--- src/rtl/txq_pkg.sv ---
// Package: shared types of the transmit queue.
// Assumes nothing beyond IEEE 1800-2017 packages.
package txq_pkg;

    // Holdoff state: idle (interrupt eligible), armed by a single first
    // byte, or waiting out one character time.
    typedef enum logic [1:0] {
        HO_IDLE  = 2'd0,
        HO_ARMED = 2'd1,
        HO_WAIT  = 2'd2
    } ho_state_t;

endpackage

--- src/rtl/txq_store.sv ---
// Module: byte queue storage with pointers and occupancy.
// Does: accepts writes when not full or when a pop frees a slot in the
// same cycle, pops toward the shift register, and reports the
// transitions the holdoff logic needs.
// Assumes: DEPTH >= 2; fifo_clr has priority over writes and pops.
module txq_store #(
    parameter int DATA_W = 8,
    parameter int DEPTH  = 16,
    localparam int PTR_W = (DEPTH > 1) ? $clog2(DEPTH) : 1,
    localparam int CNT_W = $clog2(DEPTH + 1)
) (
    input  logic              clk,
    input  logic              rst_n,
    input  logic              clr,
    input  logic              wr_en,
    input  logic [DATA_W-1:0] wr_data,
    input  logic              rd_rdy,
    output logic              wr_ok,
    output logic              rd_vld,
    output logic [DATA_W-1:0] rd_data,
    output logic              wr_fire,
    output logic              pop_fire,
    output logic              into_empty,
    output logic              reach_two,
    output logic              go_empty,
    output logic [CNT_W-1:0]  occ
);

    logic [DATA_W-1:0] mem [DEPTH];
    logic [PTR_W-1:0]  wptr, rptr;
    logic [CNT_W-1:0]  occ_nxt;
    logic              full, empty;

    // Purpose: decode the queue flags and the handshakes.
    always_comb begin
        full     = (occ == CNT_W'(DEPTH));
        empty    = (occ == '0);
        pop_fire = rd_rdy && !empty && !clr;
        wr_ok    = !full || rd_rdy;
        wr_fire  = wr_en && wr_ok && !clr;
        rd_vld   = !empty;
        rd_data  = mem[rptr];
    end

    // Purpose: compute the next occupancy and the transition strobes.
    always_comb begin
        occ_nxt = occ;
        if (wr_fire && !pop_fire) occ_nxt = occ + CNT_W'(1);
        else if (pop_fire && !wr_fire) occ_nxt = occ - CNT_W'(1);
        into_empty = wr_fire && empty;
        reach_two  = (occ_nxt >= CNT_W'(2)) && !clr;
        go_empty   = pop_fire && (occ_nxt == '0);
    end

    // Purpose: store the accepted byte at the write pointer.
    always_ff @(posedge clk) begin
        if (wr_fire) mem[wptr] <= wr_data;
    end

    // Purpose: advance the pointers and the occupancy.
    always_ff @(posedge clk) begin
        if (!rst_n || clr) begin
            wptr <= '0;
            rptr <= '0;
            occ  <= '0;
        end else begin
            if (wr_fire) wptr <= (wptr == PTR_W'(DEPTH - 1)) ? '0 : wptr + PTR_W'(1);
            if (pop_fire) rptr <= (rptr == PTR_W'(DEPTH - 1)) ? '0 : rptr + PTR_W'(1);
            occ <= occ_nxt;
        end
    end

endmodule

--- src/rtl/txq_chartimer.sv ---
// Module: character-time counter.
// Does: counts baud ticks while running and flags the tick that
// completes one character time (a limit of 0 counts as 1).
// Assumes: start restarts the count; the caller stops run on expiry.
module txq_chartimer #(
    parameter int TICK_W = 8
) (
    input  logic              clk,
    input  logic              rst_n,
    input  logic              start,
    input  logic              run,
    input  logic              tick,
    input  logic [TICK_W-1:0] limit,
    output logic              expire
);

    logic [TICK_W-1:0] cnt;
    logic [TICK_W:0]   lim_eff;
    logic [TICK_W:0]   cnt_inc;

    // Purpose: detect the tick that completes a character.
    always_comb begin
        lim_eff = (limit == '0) ? (TICK_W+1)'(1) : {1'b0, limit};
        cnt_inc = {1'b0, cnt} + (TICK_W+1)'(1);
        expire  = run && tick && (cnt_inc >= lim_eff);
    end

    // Purpose: count ticks while running, restarting on start.
    always_ff @(posedge clk) begin
        if (!rst_n || start) cnt <= '0;
        else if (run && tick) cnt <= cnt + TICK_W'(1);
    end

endmodule

--- src/rtl/txq_holdoff.sv ---
// Module: empty-interrupt holdoff controller.
// Does: arms on a byte into an empty queue, disarms when two bytes are
// resident, and on emptying while armed holds the interrupt off for
// one character time. A write during the wait cancels and re-arms.
// Assumes: strobes come from txq_store in the same cycle.
module txq_holdoff
    import txq_pkg::*;
#(
    parameter int TICK_W = 8
) (
    input  logic              clk,
    input  logic              rst_n,
    input  logic              clr,
    input  logic              into_empty,
    input  logic              reach_two,
    input  logic              go_empty,
    input  logic              tick,
    input  logic [TICK_W-1:0] char_ticks,
    output logic              hold,
    output logic              armed
);

    ho_state_t state, state_nxt;
    logic      t_start, t_expire;

    // Purpose: time one character while waiting.
    txq_chartimer #(.TICK_W(TICK_W)) u_timer (
        .clk    (clk),
        .rst_n  (rst_n),
        .start  (t_start),
        .run    (state == HO_WAIT),
        .tick   (tick),
        .limit  (char_ticks),
        .expire (t_expire)
    );

    // Purpose: next-state logic of the holdoff.
    always_comb begin
        state_nxt = state;
        t_start   = 1'b0;
        unique case (state)
            HO_IDLE:  if (into_empty) state_nxt = HO_ARMED;
            HO_ARMED: begin
                if (reach_two) state_nxt = HO_IDLE;
                else if (go_empty) begin
                    state_nxt = HO_WAIT;
                    t_start   = 1'b1;
                end
            end
            HO_WAIT: begin
                if (into_empty) state_nxt = HO_ARMED;
                else if (t_expire) state_nxt = HO_IDLE;
            end
            default: state_nxt = HO_IDLE;
        endcase
    end

    // Purpose: register the holdoff state.
    always_ff @(posedge clk) begin
        if (!rst_n || clr) state <= HO_IDLE;
        else state <= state_nxt;
    end

    assign hold  = (state == HO_WAIT);
    assign armed = (state == HO_ARMED);

endmodule

--- src/rtl/txq_empty_irq.sv ---
// Module: transmit queue with empty interrupt and holdoff (top).
// Does: joins the byte queue and the holdoff controller and gates the
// empty interrupt with the enable.
// Assumes: synchronous active-low reset; baud_tick is a one-cycle pulse.
module txq_empty_irq #(
    parameter int DATA_W = 8,
    parameter int DEPTH  = 16,
    parameter int TICK_W = 8,
    localparam int CNT_W = $clog2(DEPTH + 1)
) (
    input  logic              clk,
    input  logic              rst_n,
    input  logic              fifo_clr,
    input  logic              wr_en,
    input  logic [DATA_W-1:0] wr_data,
    output logic              wr_ready,
    input  logic              sh_ready,
    output logic              sh_valid,
    output logic [DATA_W-1:0] sh_data,
    input  logic              baud_tick,
    input  logic [TICK_W-1:0] char_ticks,
    input  logic              irq_en,
    output logic              irq_out
);

    logic             wr_fire, pop_fire, into_empty, reach_two, go_empty;
    logic             hold, armed;
    logic [CNT_W-1:0] occ;

    // Purpose: byte storage and handshakes.
    txq_store #(.DATA_W(DATA_W), .DEPTH(DEPTH)) u_store (
        .clk        (clk),
        .rst_n      (rst_n),
        .clr        (fifo_clr),
        .wr_en      (wr_en),
        .wr_data    (wr_data),
        .rd_rdy     (sh_ready),
        .wr_ok      (wr_ready),
        .rd_vld     (sh_valid),
        .rd_data    (sh_data),
        .wr_fire    (wr_fire),
        .pop_fire   (pop_fire),
        .into_empty (into_empty),
        .reach_two  (reach_two),
        .go_empty   (go_empty),
        .occ        (occ)
    );

    // Purpose: holdoff sequencing.
    txq_holdoff #(.TICK_W(TICK_W)) u_hold (
        .clk        (clk),
        .rst_n      (rst_n),
        .clr        (fifo_clr),
        .into_empty (into_empty),
        .reach_two  (reach_two),
        .go_empty   (go_empty),
        .tick       (baud_tick),
        .char_ticks (char_ticks),
        .hold       (hold),
        .armed      (armed)
    );

    // Purpose: gated level interrupt.
    always_comb irq_out = irq_en && (occ == '0) && !hold;

endmodule

--- config.mk ---
export PLATFORM = sky130hd
export DESIGN_NAME = txq_empty_irq
export DESIGN_NICKNAME = d
export VERILOG_FILES = /design/src/rtl/txq_pkg.sv /design/src/rtl/txq_store.sv /design/src/rtl/txq_chartimer.sv /design/src/rtl/txq_holdoff.sv /design/src/rtl/txq_empty_irq.sv
export SDC_FILE = /design/constraint.sdc
export NUM_CORES = 1
export LEC_CHECK = 0
export CAP_MARGIN = 20
export CORE_AREA = 2 2 109 111
export CTS_BUF_LIST = sky130_fd_sc_hd__clkbuf_8 sky130_fd_sc_hd__clkbuf_16
export DETAILED_ROUTE_END_ITERATION = 8
export DIE_AREA = 0 0 111 113
export PLACE_DENSITY = 0.78
export SLEW_MARGIN = 20
export SYNTH_ARGS = -nofsm -noshare
export SYNTH_HDL_FRONTEND = slang
export SYNTH_SLANG_ARGS = --single-unit
--- constraint.sdc ---
create_clock -name clk -period 6.8 [get_ports clk]
set_input_delay 1.02 -clock clk [delete_from_list [all_inputs] [get_ports clk]]
set_output_delay 1.02 -clock clk [all_outputs]
set_load 0.01 [all_outputs]
# After elaboration in Yosys (flattened, before gate mapping)
# Memories as Yosys holds them, arrays and structs flattened. A register that Yosys moved wholly into a read port is not among the register bits.
# Index checks and enable logic that the tools add are counted.
# W data, S select, Z words.
# op_classes
addsub,6
magnitude_cmp,2
n_eq_ne,8
n_mux,18
n_reduce_logical,28
# op_table
operator,count
$mux W4,4
$logic_and A1 B1 Y1,13
$logic_not A5 Y1,2
$mux W2,5
$mux W5,2
$add A8 B1 Y9 const B,1
$ge A9 B8 Y1,1
$add A4 B1 Y4 const B,2
$add A8 B1 Y8 const B,1
$eq A4 B4 Y1 const B,2
$logic_not A8 Y1,1
$mux W8,1
$logic_not A1 Y1,7
$pmux W2 S3,1
$add A5 B1 Y5 const B,1
$eq A5 B5 Y1 const B,1
$ge A5 B2 Y1 const B,1
$mux W1,5
$sub A5 B1 Y5 const B,1
$logic_or A1 B1 Y1,3
$ne A3 B2 Y1 const B,1
$ne A3 B3 Y1 const B,1
$reduce_and A3 Y1,1
$eq A2 B1 Y1 const B,1
other kinds (3),3
# word_totals
ff_bits,23
mem_bits_rw,128
input_bits,23
output_inout_bits,11
wordCells,68
n_memories,1
# mem_list
memory,words,word_bits,rd,rd_clocked_by_memory_dff,write_ports,line,rtl
u_store.mem,16,8,1,1,1,txq_store.sv:29,logic [DATA_W-1:0] mem [DEPTH];

# Depth between registers and ports, before layout
# Gate-level depths: netlist of run 1.
# depth
depth_word,15
depth_mapped,10
depth_no_buf,10

# Modules after synthesis
# Synthesis of run 1 repeated with hierarchy kept, for this count alone.
# hier_totals
hier_cells,394
hier_area_um2,6606.3
# modules_own_cells
module,n_inst,cells_per_inst,area_per_inst_um2,seq_area_each_um2
txq_store,1,301,5818.1,4184.0
txq_chartimer,1,80,651.9,160.2
txq_holdoff,1,11,113.9,40.0
txq_empty_irq,1,2,22.5,0.0

# Worst setup path before layout of run 1
# OpenSTA, ideal clock, no wires.
# synth_path
kind,input to register
from,input sh_ready
to,memory u_store.mem[3][0] (enable)
setup_ns,0.383
arrival_ns,2.527
required_ns,6.417
path_slack_ns,3.889
path_stages,7
path_buffers,2
cell_sequence,clkbuf_8 > inv_1 > nand3_1 > nor2b_1 > clkbuf_1 > nand2_1 > nor3_1
# synth_via
elab_chain_len,5
# synth_lines
element,line,rtl
"start, declared",txq_empty_irq.sv:17,"input logic sh_ready,"
$logic_or A1 B1 Y1,txq_store.sv:39,wr_ok = !full || rd_rdy;
via wr_ready,txq_empty_irq.sv:16,"output logic wr_ready,"
$logic_and A1 B1 Y1 (2 in a row),txq_store.sv:40,wr_fire = wr_en && wr_ok && !clr;
$mux W1,txq_store.sv:57,if (wr_fire) mem[wptr] <= wr_data;
$mux W1 (not written as such),txq_store.sv:57,
"end, declared",txq_store.sv:29,
# The timed path passes the listed nets, and every way through them passes these cells.

==> results by group, run 1 <==
Setup path
  • Register-to-register setup slack: 3.64 ns
  • Critical Path End Type: output port
  • Required time of the critical path: 5.78 ns
  • Max FO, Critical Path: 32
  • Worst EP arrival: 2.93 ns
  • Worst r2r path cells: 8
  • Crit start category: register
  • Worst stage delay on the critical path: 0.62 ns
  • Crit-path most repeated cell: mux4_2
  • Worst r2r src: u_store.occ[0]
  • Reg2Reg Capture Point: u_store.mem[0][6]
  • CP Class: reg -> out
  • Slowest cell on crit path: mux4_2
  • Crit-path cells: buf_4 -> mux4_2 -> mux4_2 -> clkdlybuf4s50_1

Min path
  • WHS Endpoint: u_hold.u_timer.cnt[1]
  • HP Class: reg -> reg
  • Hold path cells: 2
  • HP Start: u_hold.u_timer.cnt[1]

GRT
  • Largest net degree at the start of global routing: 33
  • Vias in the first global route: 3,698
  • Global-route wire length before repair: 21.2 mm
  • All-Layer GR Usage: 23.0%
  • Initial antenna violation count: 0
  • Grt ovf: 0

Finish
  • Multi-input gate area: 2100 µm²
  • Layout cells sized above 1: 19.5%
  • Non-Filler Instances: 604
  • Number of nets in the layout: 487
  • # diodes: 0
  • Fillers: 767
  • Storage cell area: 4390 µm²
  • Area Growth Syn to Fin: 16.3%

Clock tree
  • Root buf cell: clkbuf_16
  • Clock Path Buffers: 2
  • Post-CTS setup repair buffer count: 0
  • Clock slew seen by the registers of the worst setup and hold paths: 0.06 ns
  • CTS H-tree lvls: 4
  • CTS tree: yes
  • Hold buffer count at cts: 0
  • Post-CTS Resized: 0
  • Clk Latency, worst-skew pair: 0.41 ns
  • TritonCTS Buffers: 17
  • CTS Sinks: 155

Timing
  • Period minus WS final: 3.95 ns
  • Crit share post-route: 58.0%
  • Worst Skew: 0.0126 ns
  • RSZ-0062 raised after global routing: false
  • Least-Margin Pin Slew: 0.983 ns
  • Final TNS setup: 0 ns
  • Final Hold Fails: 0
  • Fmax: 0.253 GHz
  • Final setup violation count: 0
  • Max Slew Vio Count: 0
  • Slew margin rel.: 33.9%

Place
  • Port Buf Inserts: 33
  • HPWL after DPL: 8.68 mm
  • Placer Congestion: 0.886
  • Placed cell count: 572

Synthesis
  • Sequential area share after synthesis: 66.0%
  • Commonest cells post-synth: edfxtp_1, mux4_2, nor2_1
  • Syn nets: 450
  • Yosys top cell by area: edfxtp_1
  • Cells after Synth: 411
  • Flop and latch count out of synthesis: 155
  • Top-count cell post-synth: edfxtp_1
  • Top cells by area, synth: edfxtp_1, mux4_2, dfxtp_1
  • Library cells used by synthesis: 51
  • Post-synth ARST share: 0%
  • Syn Std Cell Area: 6650 µm²
  • YS warnings: 0
  • Post-synth EDFFs: 128
  • Post-synth top area share: 57.8%
  • Ys flop type: edfxtp_1
  • Avg Inst Size Synth: 16.2 µm²

Floorplanning
  • Die Outline Area: 12,500 µm²
  • Io pins: 34
  • Initial cell density of the core: 59.0%
  • Die Y-Extent: 113 µm
  • Row count: 39
  • Die Width: 111 µm
  • Core region area: 11,300 µm²

Pwr
  • Worst vdd ir: 0.166 mV
  • LEAKAGE: 2.59 nW
  • Pwr Density: 276 nW/µm²

Detailed routing
  • Remaining antenna violation count after routing: 0
  • Post-DR wirelength/cell: 22.1 µm
  • WL final: 13.3 mm
  • DRC: 0
  • Via density: 6.02
  • 1st-pass router iterations: 5
  • 1st-iter DRT viols: 347
  • Vias: 3,634

Job
  • Maxcap violations: 0

Outcome
  • Status: completed
report_power, final:
part	internal, mW	total, mW	switching, mW
registers	1.03	1.04	0.00375
clock network	0.652	1.01	0.359
logic	0.0385	0.0838	0.0453
total	1.72	2.13	0.408
metrics by stage:
step / setup WS (ns) / hold WS [ns] / power (mW) / instance area [µm²] / util [%]
finish: 2.85 / 0.541 / 2.13 / 7730 / 68.5
global route: 2.71 / 0.579 / 2.20 / 7730 / 68.5
CTS: 2.81 / 0.545 / 2.15 / 7720 / 68.5
detailed placement: 2.75 / 0.520 / 1.14 / 7080 / 62.8
global placement: 2.89 / 0.498 / 1.14 / 7070 / 62.7
floorplan: 3.89 / 0.473 / 1.10 / 6650 / -
critical path: cells and delay by family, from the launching register on:
| family | cells | cell delay [ns] |
|---|---|---|
| multiplexers | 2 | 1.13 |
| flip-flops | 1 | 0.31 |
| buffers and inverters | 2 | 1.04 |
layout by cell type, fill, tap and decap left out, types with 5 or more instances in the layout:
cell type,n
nor2_1,40
nor3_1,6
edfxtp_1,128
xor2_1,9
nand2_1,20
xnor2_1,9
ha_1,16
bufinv_16,5
o21ai_0,5
a21oi_1,10
mux4_2,40
clkbuf_16,17
dfxtp_1,26
nand3_1,9
inv_1,17
clkdlybuf4s50_1,33
cell families (layout without fill, tap and decap cells):
| logic type | count (synthesis) | after routing | synth area share (%) |
|---|---|---|---|
| buf+inv | 36 | 86 | 2.56 |
| flops | 155 | 155 | 66.0 |
| simple gates | 106 | 106 | 8.02 |
| compound gates | 38 | 38 | 4.20 |
| mux | 42 | 42 | 13.9 |
| xor+xnor | 18 | 18 | 2.37 |
| fa+ha+maj | 16 | 16 | 3.01 |
layer usage:
metal | routed length (µm) | global-route usage (%) | part of all wire [%] | vias up
met2 | 7190 | 39.5 | 54 | 116
met1 | 5340 | 29.9 | 40 | 1842
met3 | 680 | 5.14 | 5.1 | 12
met4 | 110 | 6.50 | 0.83 | 0
met5 | 0 | 0 | 0 | -
li1 | - | - | - | 1664
how the worst max path moves through the flow:
stage	end	slack, ns	startpoint	depth (start not counted)
after floorplan	u_store.mem[3][0]	3.89	sh_ready	7
after global routing	sh_data[2]	2.71	register	4
final	sh_data[2]	2.85	register	4
after global placement	u_store.mem[0][5]	2.89	sh_ready	6
after detailed placement	u_store.mem[3][6]	2.75	sh_ready	6
after CTS	sh_data[1]	2.81	register	4
flip-flops by register name, indices dropped and copies added, names as in the netlist, named ones only:
signal	flops
u_store.occ	5
u_store.rptr	4
u_store.mem	128
u_hold.u_timer.cnt	8
u_store.wptr	4
u_hold.state	2
final cells by class:
cell class / instances / share of cell area (%)
clock buffers: 17 / 5.51
flip-flops and latches: 155 / 56.8
well taps: 143 / 2.32
clock inverters: 15 / 2.85
repair buffers: 36 / 4.57
inverters: 18 / 0.874
multi-input cells: 220 / 27.1
Power figures use the tool's default switching activity.
==> run 2: changes to the inputs <==
--- a/config.mk
+++ b/config.mk
@@ -6,11 +6,11 @@
 export NUM_CORES = 1
 export LEC_CHECK = 0
 export CAP_MARGIN = 20
-export CORE_AREA = 2 2 109 111
+export CORE_AREA = 2 2 114 116
 export CTS_BUF_LIST = sky130_fd_sc_hd__clkbuf_8 sky130_fd_sc_hd__clkbuf_16
 export DETAILED_ROUTE_END_ITERATION = 8
-export DIE_AREA = 0 0 111 113
-export PLACE_DENSITY = 0.78
+export DIE_AREA = 0 0 116 118
+export PLACE_DENSITY = 0.75
 export SLEW_MARGIN = 20
 export SYNTH_ARGS = -nofsm -noshare
 export SYNTH_HDL_FRONTEND = slang
==> constraint.sdc (replaced) <==
create_clock -name clk -period 3.5 [get_ports clk]
set_input_delay 0.525 -clock clk [delete_from_list [all_inputs] [get_ports clk]]
set_output_delay 0.525 -clock clk [all_outputs]
set_load 0.01 [all_outputs]
==> run 2 against run 1 <==
- sequential power rose by 93%
- global-route usage decreased by 3.0 points
- cell count increased by 7.6%
- critical path depth stayed put
- highest routed layer unchanged
- critical endpoint is now sh_data[7]
- register-to-register slack worse by 2.9 ns
- hold slack worse by 0.0062 ns
- count of clock-buffer cells in the layout did not move
- clock skew fell by 0.00063 ns
==> results by group, run 2 (synthesis results as in run 1) <==
Finish
  • Area Growth Syn to Fin: 17.4%
  • Fillers: 899
  • Non-Filler Instances: 650
  • Largest register FFs: 128
  • Most flop-heavy register: u_store.mem
  • Number of nets in the layout: 504
  • Largest regs: u_store.mem (128), u_hold.u_timer.cnt (8), u_store.occ (5)
  • Post-layout util: 62.8%
  • # diodes: 0
  • Commonest non-fill, non-tap cells in the layout: edfxtp_1, mux4_2, nor2_1
  • Commonest non-fill, non-tap cell in the layout: edfxtp_1
  • Fin area: 7800 µm²
  • Layout cells sized above 1: 21.5%

Clock tree
  • Clk Latency, worst-skew pair: 0.42 ns
  • Root buf cell: clkbuf_16
  • Hold buffer count at cts: 0
  • CTS tree: yes
  • Clock Path Buffers: 2
  • TritonCTS Buffers: 17
  • CTS Sinks: 155
  • Clock slew seen by the registers of the worst setup and hold paths: 0.06 ns
  • CTS H-tree lvls: 4
  • Post-CTS Resized: 0
  • Post-CTS setup repair buffer count: 0

Detailed routing
  • 1st-pass router iterations: 4
  • Post-DR wirelength/cell: 19.3 µm
  • Vias: 3,645
  • 1st-iter DRT viols: 293
  • Remaining antenna violation count after routing: 0
  • WL final: 12.6 mm
  • Via density: 5.61
  • DRC: 0

Place
  • Placed cell count: 618
  • Place WS: 0.485 ns
  • DP Area: 7260 µm²
  • HPWL after DPL: 8.67 mm
  • Port Buf Inserts: 33
  • Placer Congestion: 0.841

Timing
  • Final WS setup: 0.229 ns
  • Crit share post-route: 93.5%
  • Fmax: 0.306 GHz
  • Max Slew Vio Count: 0
  • Least-Margin Pin Slew: 0.753 ns
  • Slew margin rel.: 49.4%
  • Period minus WS final: 3.27 ns
  • WHS: 0.535 ns
  • Worst Skew: 0.0119 ns
  • RSZ-0062 raised after global routing: false
  • Final setup violation count: 0
  • Final Hold Fails: 0
  • Final TNS setup: 0 ns

Setup path
  • CP Class: reg -> out
  • Max FO, Critical Path: 14
  • Crit start category: register
  • Critical Path End Type: output port
  • Required time of the critical path: 2.97 ns
  • Worst EP arrival: 2.75 ns

GRT
  • All-Layer GR Usage: 20.0%
  • Grt ovf: 0
  • Initial antenna violation count: 0
  • Global-route wire length before repair: 19.9 mm
  • Largest net degree at the start of global routing: 33
  • Vias in the first global route: 3,742

Floorplanning
  • Initial cell density of the core: 53.5%
  • Die Outline Area: 13,700 µm²
  • Io pins: 34
  • Row count: 41
  • Die Y-Extent: 118 µm
  • Core region area: 12,400 µm²
  • Die Width: 116 µm

Job
  • Maxcap violations: 0

Outcome
  • Status: completed

Pwr
  • Pwr Density: 489 nW/µm²
  • Worst vdd ir: 0.351 mV
  • LEAKAGE: 2.62 nW
  • Final Power: 3.82 mW

Min path
  • HP Class: reg -> reg
## run 2: cell types whose count changed in the layout (fill, tap and decap cells not counted), sizes merged
| cell | delta |
|---|---|
| bufinv | -4 |
| buf | +17 |
| clkinv | -3 |
| clkinvlp | +7 |
## run 2: worst paths after layout
check / startpoint / to / slack, ns / cells past startpoint
worst max-delay path: register / sh_data[7] / 0.23 / 4
worst min-delay path: u_store.rptr[3] / u_store.rptr[3] / 0.53 / 2
worst max register to register: u_store.occ[0] / u_hold.u_timer.cnt[0] / 0.71 / 10
worst min register to register: u_store.rptr[3] / u_store.rptr[3] / 0.53 / 2
## run 2: layer usage
metal	vias up	wire length, µm	GRT usage (%)
met1	1837	5180	24.2
met5	-	0	0
li1	1705	-	-
met4	0	150	6.85
met3	14	548	4.99
met2	89	6690	34.5
## run 2: report_power, final
part	switching [mW]	total, mW	internal, mW
Combinational	0.0838	0.161	0.0769
Sequential	0.00816	2.01	2.00
Clock	0.685	1.64	0.958
## run 2: worst max-delay path: stages (launching register included)
cell             delay [ns]
dfxtp_2                0.58
buf_12                 0.23
mux4_2                 0.52
mux4_2                 0.48
clkdlybuf4s50_1        0.50
## run 2: layout make-up
type | count | area, µm² | area share (%)
repair buffers | 53 | 505 | 6.48
clock buffers | 17 | 425 | 5.45
well taps | 172 | 215 | 2.76
flip-flops and latches | 155 | 4390 | 56.2
multi-input cells | 220 | 2090 | 26.8
clock inverters | 15 | 111 | 1.43
inverters | 18 | 67.6 | 0.866
==> run 3: changes to the inputs <==
--- a/config.mk
+++ b/config.mk
@@ -15,3 +15,4 @@
 export SYNTH_ARGS = -nofsm -noshare
 export SYNTH_HDL_FRONTEND = slang
 export SYNTH_SLANG_ARGS = --single-unit
+export TNS_END_PERCENT = 100
==> results of run 3 <==
The final DEF is identical to that of run 2; final timing and power are the same.
